--- config.mk ---
export PLATFORM = sky130hd
export DESIGN_NAME = adc_seq_ctrl
export DESIGN_NICKNAME = d
export VERILOG_FILES = /design/src/rtl/adc_seq_pkg.sv /design/src/rtl/adc_seq_tmr.sv /design/src/rtl/adc_seq_sync.sv /design/src/rtl/adc_seq_req.sv /design/src/rtl/adc_seq_ctrl.sv
export SDC_FILE = /design/constraint.sdc
export NUM_CORES = 1
export LEC_CHECK = 0
export ABC_AREA = 0
export BUFFER_PORTS_ARGS = -buffer_cell sky130_fd_sc_hd__buf_2
export CAP_MARGIN = 0
export CORE_UTILIZATION = 35
export DETAILED_ROUTE_END_ITERATION = 8
export GPL_TIMING_DRIVEN = 1
export HOLD_SLACK_MARGIN = 0.05
export PLACE_DENSITY = 0.51
export SETUP_SLACK_MARGIN = 0.05
export SLEW_MARGIN = 20
export SYNTH_ARGS = -nofsm -noshare
export SYNTH_HDL_FRONTEND = slang
export SYNTH_HIERARCHICAL = 1
export SYNTH_SLANG_ARGS = --single-unit
export TNS_END_PERCENT = 100
--- constraint.sdc ---
create_clock -name clk -period 3.3 [get_ports clk]
set_clock_uncertainty 0.1 [all_clocks]
set_input_delay 0.66 -clock clk [delete_from_list [all_inputs] [get_ports clk]]
set_output_delay 0.66 -clock clk [all_outputs]
set_load 0.01 [all_outputs]
--- src/rtl/adc_seq_pkg.sv ---
package adc_seq_pkg;

  typedef enum logic [2:0] {
    S_IDLE,
    S_SETUP,
    S_START,
    S_CONV,
    S_READ,
    S_PDENT,
    S_PD,
    S_WAKE
  } seq_st_t;

  localparam int NREQ      = 3;
  localparam int REQ_GO    = 0;
  localparam int REQ_NAP   = 1;
  localparam int REQ_SLP   = 2;

  function automatic int imax(input int a, input int b);
    return (a > b) ? a : b;
  endfunction

  function automatic int ns2cyc(input int mhz, input int ns);
    return (mhz * ns + 999) / 1000;
  endfunction

endpackage

--- src/rtl/adc_seq_tmr.sv ---
module adc_seq_tmr #(
  parameter int W = 16
) (
  input  logic         clk,
  input  logic         rst,
  input  logic         load,
  input  logic [W-1:0] val,
  output logic         done
);
  logic [W-1:0] cnt;

  always_ff @(posedge clk) begin
    if (rst)             cnt <= '0;
    else if (load)       cnt <= val;
    else if (cnt != '0)  cnt <= cnt - 1'b1;
  end

  assign done = (cnt == '0);
endmodule

--- src/rtl/adc_seq_sync.sv ---
module adc_seq_sync #(
  parameter int   STAGES  = 2,
  parameter logic RST_VAL = 1'b1
) (
  input  logic clk,
  input  logic rst,
  input  logic d,
  output logic q
);
  logic [STAGES-1:0] sh;

  always_ff @(posedge clk) begin
    if (rst) sh <= {STAGES{RST_VAL}};
    else     sh <= {sh[STAGES-2:0], d};
  end

  assign q = sh[STAGES-1];
endmodule

--- src/rtl/adc_seq_req.sv ---
module adc_seq_req #(
  parameter int N = 3
) (
  input  logic         clk,
  input  logic         rst,
  input  logic [N-1:0] set,
  input  logic [N-1:0] clr,
  output logic [N-1:0] pend
);
  for (genvar i = 0; i < N; i++) begin : g_bit
    always_ff @(posedge clk) begin
      if (rst)         pend[i] <= 1'b0;
      else if (set[i]) pend[i] <= 1'b1;
      else if (clr[i]) pend[i] <= 1'b0;
    end
  end
endmodule

--- src/rtl/adc_seq_ctrl.sv ---
module adc_seq_ctrl
  import adc_seq_pkg::*;
#(
  parameter int DW          = 12,
  parameter int CLK_MHZ     = 100,
  parameter int T_START_NS  = 100,
  parameter int T_THRU_NS   = 800,
  parameter int T_NAP_NS    = 200,
  parameter int T_SLEEP_US  = 10000,
  parameter int T_ACC_NS    = 40,
  parameter int T_TMO_NS    = 2000,
  parameter int SYNC_STAGES = 2
) (
  input  logic          clk,
  input  logic          rst,
  input  logic          go_req,
  input  logic          nap_req,
  input  logic          slp_req,
  input  logic          busy_n,
  input  logic [DW-1:0] adc_bus,
  output logic          conv_n,
  output logic          sel_n,
  output logic          rd_n,
  output logic          pd_n,
  output logic [DW-1:0] dout,
  output logic          dout_vld,
  output logic          tmo_err
);
  localparam int START_CYC = imax(ns2cyc(CLK_MHZ, T_START_NS), 1);
  localparam int THRU_CYC  = imax(ns2cyc(CLK_MHZ, T_THRU_NS), START_CYC + 1);
  localparam int NAP_CYC   = imax(ns2cyc(CLK_MHZ, T_NAP_NS), 1);
  localparam int SLP_CYC   = imax(CLK_MHZ * T_SLEEP_US, 1);
  localparam int ACC_CYC   = imax(ns2cyc(CLK_MHZ, T_ACC_NS), 1);
  localparam int TMO_CYC   = imax(ns2cyc(CLK_MHZ, T_TMO_NS), 1);
  localparam int MAX_CYC   = imax(imax(imax(START_CYC, THRU_CYC), imax(NAP_CYC, SLP_CYC)),
                                  imax(ACC_CYC, TMO_CYC));
  localparam int TW        = $clog2(MAX_CYC + 1) + 1;

  seq_st_t          st, st_nxt;
  logic             mode_slp, mode_nxt;
  logic             seen_low;
  logic             busy_s;
  logic             t_load, t_done, th_load, th_done;
  logic [TW-1:0]    t_val;
  logic [NREQ-1:0]  req_set, req_clr, pend;
  logic             cs_n_d;

  adc_seq_sync #(.STAGES(SYNC_STAGES), .RST_VAL(1'b1)) u_bsync (
    .clk(clk), .rst(rst), .d(busy_n), .q(busy_s)
  );

  assign req_set = {slp_req, nap_req, go_req};

  adc_seq_req #(.N(NREQ)) u_req (
    .clk(clk), .rst(rst), .set(req_set), .clr(req_clr), .pend(pend)
  );

  adc_seq_tmr #(.W(TW)) u_step (
    .clk(clk), .rst(rst), .load(t_load), .val(t_val), .done(t_done)
  );

  adc_seq_tmr #(.W(TW)) u_thru (
    .clk(clk), .rst(rst), .load(th_load), .val(TW'(THRU_CYC - 1)), .done(th_done)
  );

  always_comb begin
    st_nxt   = st;
    mode_nxt = mode_slp;
    t_load   = 1'b0;
    t_val    = '0;
    th_load  = 1'b0;
    req_clr  = '0;
    unique case (st)
      S_IDLE: begin
        if (pend[REQ_GO] && th_done && busy_s) begin
          st_nxt           = S_SETUP;
          req_clr[REQ_GO]  = 1'b1;
        end else if (pend[REQ_SLP]) begin
          st_nxt           = S_PDENT;
          mode_nxt         = 1'b1;
          req_clr[REQ_SLP] = 1'b1;
          req_clr[REQ_NAP] = 1'b1;
        end else if (pend[REQ_NAP]) begin
          st_nxt           = S_PDENT;
          mode_nxt         = 1'b0;
          req_clr[REQ_NAP] = 1'b1;
        end
      end
      S_SETUP: begin
        st_nxt  = S_START;
        t_load  = 1'b1;
        t_val   = TW'(START_CYC - 1);
        th_load = 1'b1;
      end
      S_START: begin
        if (t_done) begin
          st_nxt = S_CONV;
          t_load = 1'b1;
          t_val  = TW'(TMO_CYC - 1);
        end
      end
      S_CONV: begin
        if (seen_low && busy_s) begin
          st_nxt = S_READ;
          t_load = 1'b1;
          t_val  = TW'(ACC_CYC - 1);
        end else if (t_done) begin
          st_nxt = S_IDLE;
        end
      end
      S_READ: begin
        if (t_done) st_nxt = S_IDLE;
      end
      S_PDENT: st_nxt = S_PD;
      S_PD: begin
        req_clr[REQ_NAP] = 1'b1;
        req_clr[REQ_SLP] = 1'b1;
        if (pend[REQ_GO]) begin
          st_nxt = S_WAKE;
          t_load = 1'b1;
          t_val  = mode_slp ? TW'(SLP_CYC - 1) : TW'(NAP_CYC - 1);
        end
      end
      S_WAKE: begin
        if (t_done) st_nxt = S_IDLE;
      end
      default: st_nxt = S_IDLE;
    endcase
  end

  always_comb begin
    unique case (st_nxt)
      S_SETUP, S_START, S_CONV, S_READ: cs_n_d = 1'b0;
      S_PDENT, S_PD:                    cs_n_d = mode_nxt;
      default:                          cs_n_d = 1'b1;
    endcase
  end

  always_ff @(posedge clk) begin
    if (rst) begin
      st       <= S_IDLE;
      mode_slp <= 1'b0;
      seen_low <= 1'b0;
      conv_n   <= 1'b1;
      sel_n    <= 1'b1;
      rd_n     <= 1'b1;
      pd_n     <= 1'b1;
      dout     <= '0;
      dout_vld <= 1'b0;
      tmo_err  <= 1'b0;
    end else begin
      st       <= st_nxt;
      mode_slp <= mode_nxt;
      conv_n   <= (st_nxt != S_START);
      sel_n    <= cs_n_d;
      rd_n     <= (st_nxt != S_READ);
      pd_n     <= (st_nxt != S_PD);
      if (st_nxt == S_SETUP)
        seen_low <= 1'b0;
      else if ((st == S_START || st == S_CONV) && !busy_s)
        seen_low <= 1'b1;
      dout_vld <= (st == S_READ) && t_done;
      if ((st == S_READ) && t_done) dout <= adc_bus;
      tmo_err  <= (st == S_CONV) && t_done && !(seen_low && busy_s);
    end
  end

  logic [TW-1:0] lo_cnt;
  logic [TW-1:0] gap;

  always_ff @(posedge clk) begin
    if (rst) begin
      lo_cnt <= '0;
      gap    <= TW'(THRU_CYC);
    end else begin
      lo_cnt <= conv_n ? '0 : lo_cnt + 1'b1;
      if (!conv_n)                  gap <= '0;
      else if (gap < TW'(THRU_CYC)) gap <= gap + 1'b1;
    end
  end


  start_sel_chk: assert property (@(posedge clk) disable iff (rst)
    $fell(conv_n) |-> (!sel_n && $past(!sel_n) && pd_n && $past(busy_s)));


  start_width_chk: assert property (@(posedge clk) disable iff (rst)
    !conv_n |-> (lo_cnt < TW'(START_CYC)));


  read_sel_chk: assert property (@(posedge clk) disable iff (rst)
    !rd_n |-> !sel_n);


  vld_pulse_chk: assert property (@(posedge clk) disable iff (rst)
    dout_vld |=> !dout_vld);


  start_gap_chk: assert property (@(posedge clk) disable iff (rst)
    $fell(conv_n) |-> (gap >= TW'(THRU_CYC - START_CYC)));


  pd_quiet_chk: assert property (@(posedge clk) disable iff (rst)
    !pd_n |-> (conv_n && rd_n));


  pd_mode_chk: assert property (@(posedge clk) disable iff (rst)
    $fell(pd_n) |-> $stable(sel_n));


  tmo_pulse_chk: assert property (@(posedge clk) disable iff (rst)
    tmo_err |-> (conv_n && rd_n && !dout_vld));
endmodule

**Word level (Yosys, flattened, before mapping)**

Cells that the tools add are included.
Widths: inputs -> output; s select.

- Register bits after elaboration: 70
- Bits of input ports: 18
- Output and inout port bits: 18
- Logic and storage cells: 100

- Add/subtract/negate cells: 2
- Equal/unequal tests: 16
- Mux-type cells: 40
- Reductions and logical operators: 25

Operator list:

| operator | count |
|---|---|
| $pmux 20 s4 | 1 |
| $logic_not 21->1 | 2 |
| $mux 21 | 2 |
| $reduce_bool 21->1 | 2 |
| $sub 21x1->21 const B | 2 |
| $mux 20 | 2 |
| $eq 3x3->1 const B | 7 |
| $mux 3 | 7 |
| $pmux 3 s7 | 1 |
| $mux 1 | 19 |
| $mux 7 | 2 |
| $eq 3x2->1 const B | 4 |
| $reduce_bool 2->1 | 5 |
| $mux 8 | 1 |
| $reduce_or 2->1 | 4 |
| $logic_and 1x1->1 | 7 |
| $eq 3x1->1 const B | 2 |
| $ne 3x3->1 const B | 2 |
| $mux 2 | 2 |
| $pmux 1 s4 | 1 |
| $pmux 2 s2 | 1 |
| $reduce_or 4->1 | 1 |
| $logic_not 3->1 | 1 |
| $ne 3x2->1 const B | 1 |
| 3 further kinds | 4 |

**Depth between registers and ports, before layout**

Gate-level depths: netlist of run 1.

- Word-level depth: 8
- Mapped depth: 13
- Mapped depth without buffers: 12

**By module**

The synthesis of run 1 kept the hierarchy.

Modules (own cells, without submodules):

| module | times used | cells an instance | area each (um^2) | seq. area each (um^2) |
|---|---|---|---|---|
| adc_seq_tmr | 2 | 140 | 1157.4 | 420.4 |
| adc_seq_ctrl | 1 | 130 | 1014.7 | 460.4 |
| adc_seq_req | 1 | 12 | 105.1 | 60.1 |
| adc_seq_sync | 1 | 4 | 52.6 | 40.0 |

**Worst setup path before layout of run 1**

Ideal clock, no wire load.

- Kind: register to register
- Start: register u_step.cnt[10]
- End: register u_step.cnt[14]
- Setup time: 0.074 ns
- Arrival time: 3.001 ns
- Required time: 3.126 ns
- Slack: 0.125 ns
- Stages on the path, launching flop included: 13
- Path buffers: 2
- Clock period less this slack: 3.175 ns
- Path through: dfxtp_1 or4_4 or3_1 buf_6 nor2_1 mux2i_1 o21ai_0 nand2b_1 inv_1 nor2_1 clkbuf_1 nand2_1 o21ai_0

- Longest elaborated chain between the ends: 4
- Elaborated cells on any way between the ends: 8
- Classes of those cells: add/sub (1); mux (4); reduce/logical (3)

Ends and longest elaborated chain:

| what | RTL line | source |
|---|---|---|
| start, declared | adc_seq_tmr.sv:10 | `logic [W-1:0] cnt;` |
| start signal, assigned | adc_seq_tmr.sv:14 | `else if (load) cnt <= val;` |
| start signal, assigned | adc_seq_tmr.sv:15 | `else if (cnt != '0) cnt <= cnt - 1'b1;` |
| $logic_not 21->1 * | adc_seq_tmr.sv:18 | `assign done = (cnt == '0);` |
| named net t_done | adc_seq_ctrl.sv:43 | `logic t_load, t_done, th_load, th_done;` |
| $mux 1 * | adc_seq_ctrl.sv:96 | `if (t_done) begin` |
| $pmux 1 s4 * | adc_seq_ctrl.sv:73 | `unique case (st)` |
| named net t_load | adc_seq_ctrl.sv:43 |  |
| $mux 21 / $reduce_bool 2->1 (equally long branches) | -- |  |

Mark *: on every way through the listed nets, which the timed path passes. The rest lies on a longest branch. The select of a mux whose other input is x is not followed.
A chain may end at the register's enable or synchronous reset.

**Final worst setup path of run 1**

- Start: register u_thru.cnt[10]
- End: register sel_n

- Longest elaborated chain between the ends: 8
- Elaborated cells on any way between the ends: 16
- Classes of those cells: eq/ne (6); mux (5); reduce/logical (5)

Ends and longest elaborated chain:

| what | RTL line | source |
|---|---|---|
| start, declared | adc_seq_tmr.sv:10 |  |
| start signal, assigned | adc_seq_tmr.sv:14 |  |
| start signal, assigned | adc_seq_tmr.sv:15 |  |
| $logic_not 21->1 * | adc_seq_tmr.sv:18 |  |
| named net th_done | adc_seq_ctrl.sv:43 |  |
| $logic_and 1x1->1 * (2 in series) | adc_seq_ctrl.sv:75 | `if (pend[REQ_GO] && th_done && busy_s) begin` |
| $mux 3 | adc_seq_ctrl.sv:75 |  |
| $pmux 3 s7 | adc_seq_ctrl.sv:73 |  |
| $eq 3x1->1, or another cell as far along | adc_seq_ctrl.sv:132 | `unique case (st_nxt)` |
| $reduce_or 4->1 / $reduce_or 2->1 (equally long branches) | adc_seq_ctrl.sv:132 |  |
| $pmux 1 s2 * | adc_seq_ctrl.sv:132 |  |
| end signal, assigned | adc_seq_ctrl.sv:155 | `sel_n <= cs_n_d;` |
| end, declared | adc_seq_ctrl.sv:22 | `output logic sel_n,` |

Mark *: on every way through the listed nets, which the timed path passes. The rest lies on a longest branch.

==> flow_summary.toml, run 1 <==
[cells_and_area]
final_layout_size_suffix_gt1_frac = 0.161
nets = 509
num_antenna_cells = 0
area_delta_synth_final_pct = 16.5
final-instance-count-excl-fill = 625
final.fill_count = 1028
final_util = 0.417

[grt]
grt_overflow_total = 0
grt_pass1_wl_um = 12600
track_usage = 0.158
antenna_found_initial = 0
grt_pass1_vias = 2719
grt_max_degree = 29

[detailed_routing]
vias_per_cell = 4.73
drc = 1
first_pass_iters = 6
wl_per_cell_um = 11.9
ant_nets = 0
vias = 2956
routed_wl_um = 7420
detail_route.iter0.violations = 105

[floorplan]
ioPinCount = 36
rows = 36
die_w_um = 102
core_um2 = 9730
dieArea_um2 = 10400
die_h_um = 102
start_util = 0.358

[pwr]
power.internal_mw = 2.32
seqPwrFrac = 0.342
power_mw = 3.87
power_switching_mw = 1.55
p_clk_frac = 0.185
p_leak_nw = 1.61
peakVddDrop_mv = 0.378
combinationalPowerShare = 0.473
p_sw_frac = 0.399
powerDensity_nw_per_um2 = 953

[status]
failed_checks = "DRC"
status = "finished with violations"

[synth]
synth_top_area_share = 0.402
syn_area_per_cell_um2 = 8.19
synth-edff-count = 0
syn_inst = 426
ys_seq_area_frac = 0.402
yosys_warnings = 6
async_reset_ff_frac = 0
ys_ff_latch = 70
yosys.area.top_type = "dfxtp_1"
synthDistinctLibCells = 53
syn_area_um2 = 3490
synthTopCellsByArea = "dfxtp_1, nand2_1, xnor2_1"
synth-main-ff-cell = "dfxtp_1"

[timing]
rsz0062_at_grt = "no"
max_slew_margin = 0.549
drv_slew = 0
min_period_ns = 2.95
timing.final.ws_setup_ns = 0.346
finalSetupViolations = 0
timing.setup.tns_ns = 0
fmax_mhz = 339
period_share = 0.895
worst_pin_slew_ns = 0.670
finalHoldViolations = 0

[worst_hold_path]
hold_class = "register to register"

[run]
max_cap_violations = 0

[critical_path]
cp_max_fo = 7
cp-end-kind = "register"
critPathKind = "register to register"
startpoint_type = "register"
arrival_ns = 3.11
worstPathRequired_ns = 3.46

[place]
post-dp-hpwl_um = 5110
gp_congestion = 0.760
dp_cells = 609
dpl_worst_slack_ns = 0.334
io_buffer_count = 35

[clock_tree]
clockBufferDepth = 2
cts_hold_buf = 0
htreeDepth = 3
cts_tree = "yes"
cts_setup_buffers = 0
cts-root-buf = "clkbuf_8"
clkTransAtPathRegs_ns = 0.07
cts_resized = 0
insertion_delay_ns = 0.35
cts_buffers = 9
cts_sinks = 70
[flip-flops by register name, indices dropped and copies added (netlist names), 2 cells and up]
signal	count
u_req/pend	3
u_thru/cnt	21
st	3
u_step/cnt	21
dout	12
u_bsync/sh	2
[synth_stat cells, types with 6 or more instances]
cell type  instances
or4_1              6
inv_1             14
nor3_1            18
a21oi_1           24
o21ai_0           35
nor4_1             8
nand2_1           84
xnor2_1           26
xor2_1            10
or3_1             10
clkbuf_1           9
nor2_1            25
dfxtp_1           70
[placed cells by master, fill, tap and decap left out, types with 3 or more instances in the layout]
master     n
or4_1      6
inv_1     14
o21ai_1    3
xnor2_1   26
or3_2      5
clkbuf_8  11
xor2_1    10
nand3_1    5
nand2_2    3
or3_1     10
or2_1      4
dfxtp_1   70
nor3_1    18
nand4_1    3
nor4_1     8
a21oi_1   24
conb_1    28
nor3b_1    3
o21ai_0   34
ha_1       4
or4_4      4
nand2b_1   5
nand2_1   84
nor2_1    25
or2b_1     3
buf_2     35
buf_4      7
[worst paths after layout]
check                 startpoint             to  slack (ns)  depth (start not counted)
hold reg to reg    u_bsync/sh[0]  u_bsync/sh[1]        0.31                          1
hold / removal     u_bsync/sh[0]  u_bsync/sh[1]        0.31                          1
setup reg to reg  u_thru/cnt[10]          sel_n        0.35                          8
setup / recovery  u_thru/cnt[10]          sel_n        0.35                          8
[metrics by stage]
step / hold WS (ns) / area, um2
after detailed placement: 0.293 / 3860
after global routing: 0.339 / 4060
after global placement: 0.288 / 3860
after floorplan: 0.283 / 3580
final: 0.307 / 4060
after CTS: 0.311 / 4060
[worst max-delay path, stage by stage (launching register included)]
cell	delay, ns
dfxtp_1	0.35
or4_4	0.55
or3_1	0.51
nor2_1	0.25
nand3_1	0.19
and2_4	0.22
a222oi_1	0.47
a21oi_1	0.13
o31ai_1	0.09
[per-layer routing]
layer  vias up  share of wire  GRT usage
met2        46           0.45      0.251
met1      1333           0.50      0.204
met3        10          0.033     0.0369
met5         -              0          0
met4         0          0.016     0.0725
li1       1567              -          -
[power groups by stage]
stage          combinational, mW  clock (mW)  sequential, mW
6_report                    1.83       0.715            1.32
5_1_grt                     2.07       0.785            1.36
4_1_cts                     1.85       0.750            1.32
3_5_place_dp                1.83           0            1.34
3_3_place_gp                1.82           0            1.34
2_1_floorplan               1.55           0            1.28
[layout make-up]
cell class	instances	area, um2	share of cell area
multi-input cells	350	2010	0.495
flip-flops and latches	70	1400	0.345
repair buffers	42	228	0.0561
well taps	133	166	0.0410
clock buffers	13	159	0.0391
inverters	14	52.6	0.0129
clock inverters	3	42.5	0.0105
[cells by family after synthesis]
logic type                 share of synthesized area
other                                        0.00215
adders and majority gates                     0.0144
buffers and inverters                         0.0492
DFF                                            0.402
xor gates and xnor gates                      0.0904
and+or+nand+nor                                0.309
AOI/OAI and AO/OA                              0.131
muxes                                        0.00287
Note: power is estimated with default switching activity, not from simulation.
==> inputs of run 2 (changes only) <==
- ABC_AREA: 0 -> 1
- PLACE_DENSITY: 0.51 -> 0.5
- SETUP_SLACK_MARGIN: 0.05 -> not set
==> run 2 against run 1 <==
The run now ends clean; synthesized cell count rose by 46%; non-clock buffer count fell by 4; power rose by 38%; highest routed layer unchanged; cell area rose by 17%; wire length rose by 32%; critical path depth rose by 8; sequential power rose by 5%; global-route usage rose by 2.1 points; clock power rose by 45%; synthesized area rose by 17%; critical endpoint is now u_step/cnt[1]; fmax rose by 16%.
==> flow_summary.toml, run 2 <==
[status]
status = "finished clean"

[cells_and_area]
final_layout_size_suffix_gt1_frac = 0.159
finish.instance_area_um2 = 4770
final.fill_count = 1221
final_util = 0.420
area_delta_synth_final_pct = 17.2
layout_common_cells = "nand2_1, nor2_1, dfxtp_1, inv_1, a21oi_1"
mostFrequentLayoutCell = "nand2_1"
reg_top3 = "u_step/cnt (21), u_thru/cnt (21), dout (12)"
num_antenna_cells = 0
nets = 701

[grt]
grt_max_degree = 23
grt_overflow_total = 0
grt_pass1_wl_um = 16400
grt_pass1_vias = 3490
antenna_found_initial = 0
track_usage = 0.178

[synth]
syn_area_um2 = 4070
ys_seq_area_frac = 0.344
yosys.area.top_type = "dfxtp_1"
synth-main-ff-cell = "dfxtp_1"
synth.most_common_cell = "nand2_1"
synth_top_area_share = 0.344
synthTopCellsByArea = "dfxtp_1, nand2_1, nor2_1"
synth-edff-count = 0
syn_inst = 620
ys_ff_latch = 70
synth_top_cells_by_count = "nand2_1, nor2_1, dfxtp_1, inv_1, a21oi_1"
synthDistinctLibCells = 35
yosys_warnings = 6
async_reset_ff_frac = 0
syn_area_per_cell_um2 = 6.56

[critical_path]
cp.buffers_inverters = 5
cp_max_fo = 12
worstPathRequired_ns = 3.42
cp-end-kind = "register"
arrival_ns = 2.67
r2r-start = "u_step/cnt[1]"
crit_chain = "inv_1, ha_1, nand3_1, nor2_1, nand3_1, inv_1, inv_1, nor2_1, nand2_2, nand2_1, inv_2, nand3_1, inv_1, nand4_1, o21ai_1, a21oi_1"
crit_family = "simple AND/OR/NAND/NOR gates"
worst_path_most_repeated_cell = "inv_1"
reg2reg_slack_ns = 0.75
crit_path_start = "u_step/cnt[1]"
cp_slowest_cell = "dfxtp_1"
critPathKind = "register to register"
cp_slowest_stage_delay_ns = 0.36
startpoint_type = "register"

[pwr]
peakVddDrop_mv = 0.403
p_leak_nw = 2.30
powerDensity_nw_per_um2 = 1120

[floorplan]
ioPinCount = 36
rows = 39
start_util = 0.358
dieArea_um2 = 12100
die_w_um = 110
core_um2 = 11400
die_h_um = 110

[place]
io_buffer_count = 35
placed_cell_area_um2 = 4460
post-dp-hpwl_um = 7170
gp_congestion = 0.830
dpl_worst_slack_ns = 0.735

[timing]
fmax_mhz = 392
min_period_ns = 2.55
finalSetupViolations = 0
period_share = 0.774
drv_slew = 0
timing.final.ws_setup_ns = 0.747
timing.setup.tns_ns = 0
rsz0062_at_grt = "no"
finalHoldViolations = 0

[worst_hold_path]
hp-start = "u_bsync/sh[0]"
hold_class = "register to register"

[clock_tree]
cts_buffers = 9
clkTransAtPathRegs_ns = 0.06
cts_sinks = 70
insertion_delay_ns = 0.34
cts_tree = "yes"
clockBufferDepth = 2
cts_resized = 0
cts_hold_buf = 0
cts_setup_buffers = 0
cts-root-buf = "clkbuf_16"
htreeDepth = 3

[detailed_routing]
vias = 3788
routed_wl_um = 9810
vias_per_cell = 4.58
first_pass_iters = 4
ant_nets = 0
detail_route.iter0.violations = 196
drc = 0
wl_per_cell_um = 11.9

[run]
max_cap_violations = 0
[run 2: where the power goes]
group / total [mW] / internal, mW / leakage, nW / switching, mW
clock: 1.04 / 0.660 / 0.152 / 0.376
combinational: 2.91 / 1.01 / 1.57 / 1.90
sequential: 1.39 / 1.11 / 0.574 / 0.276
[run 2: cells by family after synthesis]
| family | synth area share |
|---|---|
| buf+inv | 0.0913 |
| compound gates | 0.127 |
| fa+ha+maj | 0.0123 |
| xor+xnor | 0.0215 |
| other cells | 0.00185 |
| simple gates | 0.402 |
| flops | 0.344 |
[run 2: worst paths after layout]
path,end,depth (start not counted)
hold / removal,u_bsync/sh[1],2
setup / recovery,u_step/cnt[1],16
hold reg to reg,u_bsync/sh[1],2
setup reg to reg,u_step/cnt[1],16
[run 2: area by class of cell]
class	instances	area, um2	area share
timing repair buffer	38	198	0.0414
clock inverter	6	86.3	0.0181
sequential	70	1400	0.294
inverter	74	283	0.0593
clock buffer	10	229	0.0480
multi-input combinational	486	2390	0.502
tap	143	179	0.0375
[run 2: stage by stage]
step | total power [mW] | cells | hold slack [ns]
3_3_place_gp | 4.28 | 811 | 0.298
2_1_floorplan | 3.71 | 646 | 0.287
6_report | 5.33 | 827 | 0.310
3_5_place_dp | 4.30 | 811 | 0.303
4_1_cts | 5.36 | 827 | 0.317
5_1_grt | 5.84 | 827 | 0.345
[run 2: tightest hold or removal path: stages (launching register included)]
cell	delay, ns
dfxtp_1	0.30
inv_1	0.03
nand2_1	0.05
[run 2: per-layer routing]
| metal | wire length, um | global-route usage |
|---|---|---|
| met1 | 5120 | 0.237 |
| met2 | 4230 | 0.275 |
| met3 | 280 | 0.0320 |
| met4 | 181 | 0.0914 |
| met5 | 0 | 0 |
==> inputs of run 3 (changes only) <==
- ABC_AREA: 1 -> 0
- PLACE_DENSITY: 0.5 -> 0.49
- clock period: 3.3 -> 2.5 ns (I/O delays scaled with it)
==> run 3 against run 2 <==
Via count is 17% lower; critical path depth shrank 5; critical endpoint is now u_step/cnt[18]; power rose by 10%; sequential cell count did not move; final cell count decreased by 19%; utilization up 4.4 points; non-clock buffer count rose by 48; sequential power up 24%.
==> flow_summary.toml, run 3 (synthesized netlist as in run 1, its figures left out) <==
[place]
post-dp-hpwl_um = 5830
dp_cells = 644
gp_congestion = 0.751
io_buffer_count = 35

[worst_hold_path]
min_delay_path_depth = 2
hold_class = "input port to register"

[run]
max_cap_violations = 0

[floorplan]
ioPinCount = 36
core_um2 = 9730
start_util = 0.358
rows = 36
die_h_um = 102
die_w_um = 102
dieArea_um2 = 10400

[critical_path]
arrival_ns = 2.65
critPathKind = "register to register"
startpoint_type = "register"
cp-end-kind = "register"
cp_max_fo = 7
r2r_cells = 11
worstPathRequired_ns = 2.68

[clock_tree]
htreeDepth = 3
cts_buffers = 9
clockBufferDepth = 2
clkTransAtPathRegs_ns = 0.08
cts-root-buf = "clkbuf_8"
cts_sinks = 70
cts_tree = "yes"
insertion_delay_ns = 0.36

[pwr]
power.internal_mw = 3.53
power_mw = 5.87
p_clk_frac = 0.161
powerDensity_nw_per_um2 = 1300
p_sw_frac = 0.399
combinationalPowerShare = 0.544
power_switching_mw = 2.34
peakVddDrop_mv = 0.398
p_leak_nw = 1.85
seqPwrFrac = 0.295

[status]
status = "finished clean"

[detailed_routing]
drc = 0
wl_per_cell_um = 12.5
vias_per_cell = 4.71
vias = 3151
detail_route.iter0.violations = 91
first_pass_iters = 4
routed_wl_um = 8360
ant_nets = 0

[timing]
period_share = 0.987
finalSetupViolations = 0
fmax_mhz = 405
finalHoldViolations = 0
rsz0062_at_grt = "yes"
min_period_ns = 2.47
drv_slew = 0

[grt]
track_usage = 0.171
grt_pass1_vias = 2877
grt_max_degree = 21
antenna_found_initial = 0
grt_pass1_wl_um = 13800
grt_overflow_total = 0

[cells_and_area]
area_delta_synth_final_pct = 29.2
final_layout_size_suffix_gt1_frac = 0.263
layout_common_cells = "nand2_1, dfxtp_1, buf_4, buf_2, conb_1"
final-instance-count-excl-fill = 669
reg_top3 = "u_step/cnt (21), u_thru/cnt (21), dout (12)"
mostFrequentLayoutCell = "nand2_1"
num_antenna_cells = 0
nets = 553
final.fill_count = 1019
run 3: changes by cell type in the layout (fill, tap and decap cells not counted), sizes merged, moves of 15 or more:
cell,delta
nor2,-105
nand2,-78
inv,-59
buf,+47
nand3,-25
xnor2,+22
a21oi,-16
or3,+15
run 3: metal layers:
metal | routed length, um | global-route usage | part of all wire | up-vias
met2 | 3940 | 0.280 | 0.47 | 27
met5 | 0 | 0 | 0 | -
li1 | - | - | - | 1651
met1 | 4080 | 0.219 | 0.49 | 1462
met3 | 202 | 0.0369 | 0.024 | 11
met4 | 145 | 0.0725 | 0.017 | 0
run 3: power groups by stage:
stage | combinational [mW] | sequential, mW | clock, mW
after floorplan | 2.14 | 1.69 | 0
after global placement | 2.95 | 1.74 | 0
after detailed placement | 2.96 | 1.75 | 0
after CTS | 2.98 | 1.73 | 0.976
after global routing | 3.54 | 1.79 | 1.02
final | 3.19 | 1.73 | 0.944
run 3: cell type report:
cell class	instances	area, um2	area share
multi-input combinational	350	2090	0.464
sequential	70	1410	0.312
timing repair buffer	86	588	0.130
tap	133	166	0.0369
clock buffer	10	128	0.0283
clock inverter	6	71.3	0.0158
inverter	14	57.6	0.0128
run 3: path summary, 6_finish.rpt:
kind | startpoint | slack, ns | endpoint
setup / recovery | u_step/cnt[11] | 0.03 | u_step/cnt[18]
hold / removal | busy_n | 0.22 | u_bsync/sh[0]
setup reg to reg | u_step/cnt[11] | 0.03 | u_step/cnt[18]
hold reg to reg | u_bsync/sh[0] | 0.31 | u_bsync/sh[1]
run 3: critical path, stage by stage, from the launching register on:
cell	delay, ns
dfxtp_2	0.32
or4_4	0.54
or3_4	0.40
nor2_4	0.11
mux2i_4	0.08
o21ai_2	0.17
nand2b_4	0.20
inv_6	0.04
nor2_4	0.15
clkbuf_16	0.16
nand2_1	0.04
o21ai_1	0.08
run 3: repair_timing:
item                                    in CTS  in global routing
endpoints found under the setup margin       7                 26
resized for setup                            1                 25
buffers inserted                             0                  8
cloned                                       0                  1
hold buffers                                 0                  0
pin swaps                                    1                  9
endpoints found under the hold margin        0                  0
run 3: metrics by stage:
| step | setup TNS, ns | utilization | setup slack, ns | cell area (um2) | hold WS, ns |
|---|---|---|---|---|---|
| after floorplan | -0.956 | - | -0.102 | 3650 | 0.283 |
| after global placement | 0 | 0.429 | 0.0570 | 4170 | 0.292 |
| after detailed placement | -0.00134 | 0.429 | -0.00134 | 4170 | 0.298 |
| after CTS | 0 | 0.450 | 0.00354 | 4370 | 0.203 |
| after global routing | -0.645 | 0.463 | -0.0576 | 4510 | 0.206 |
| final | 0 | 0.463 | 0.0325 | 4510 | 0.221 |
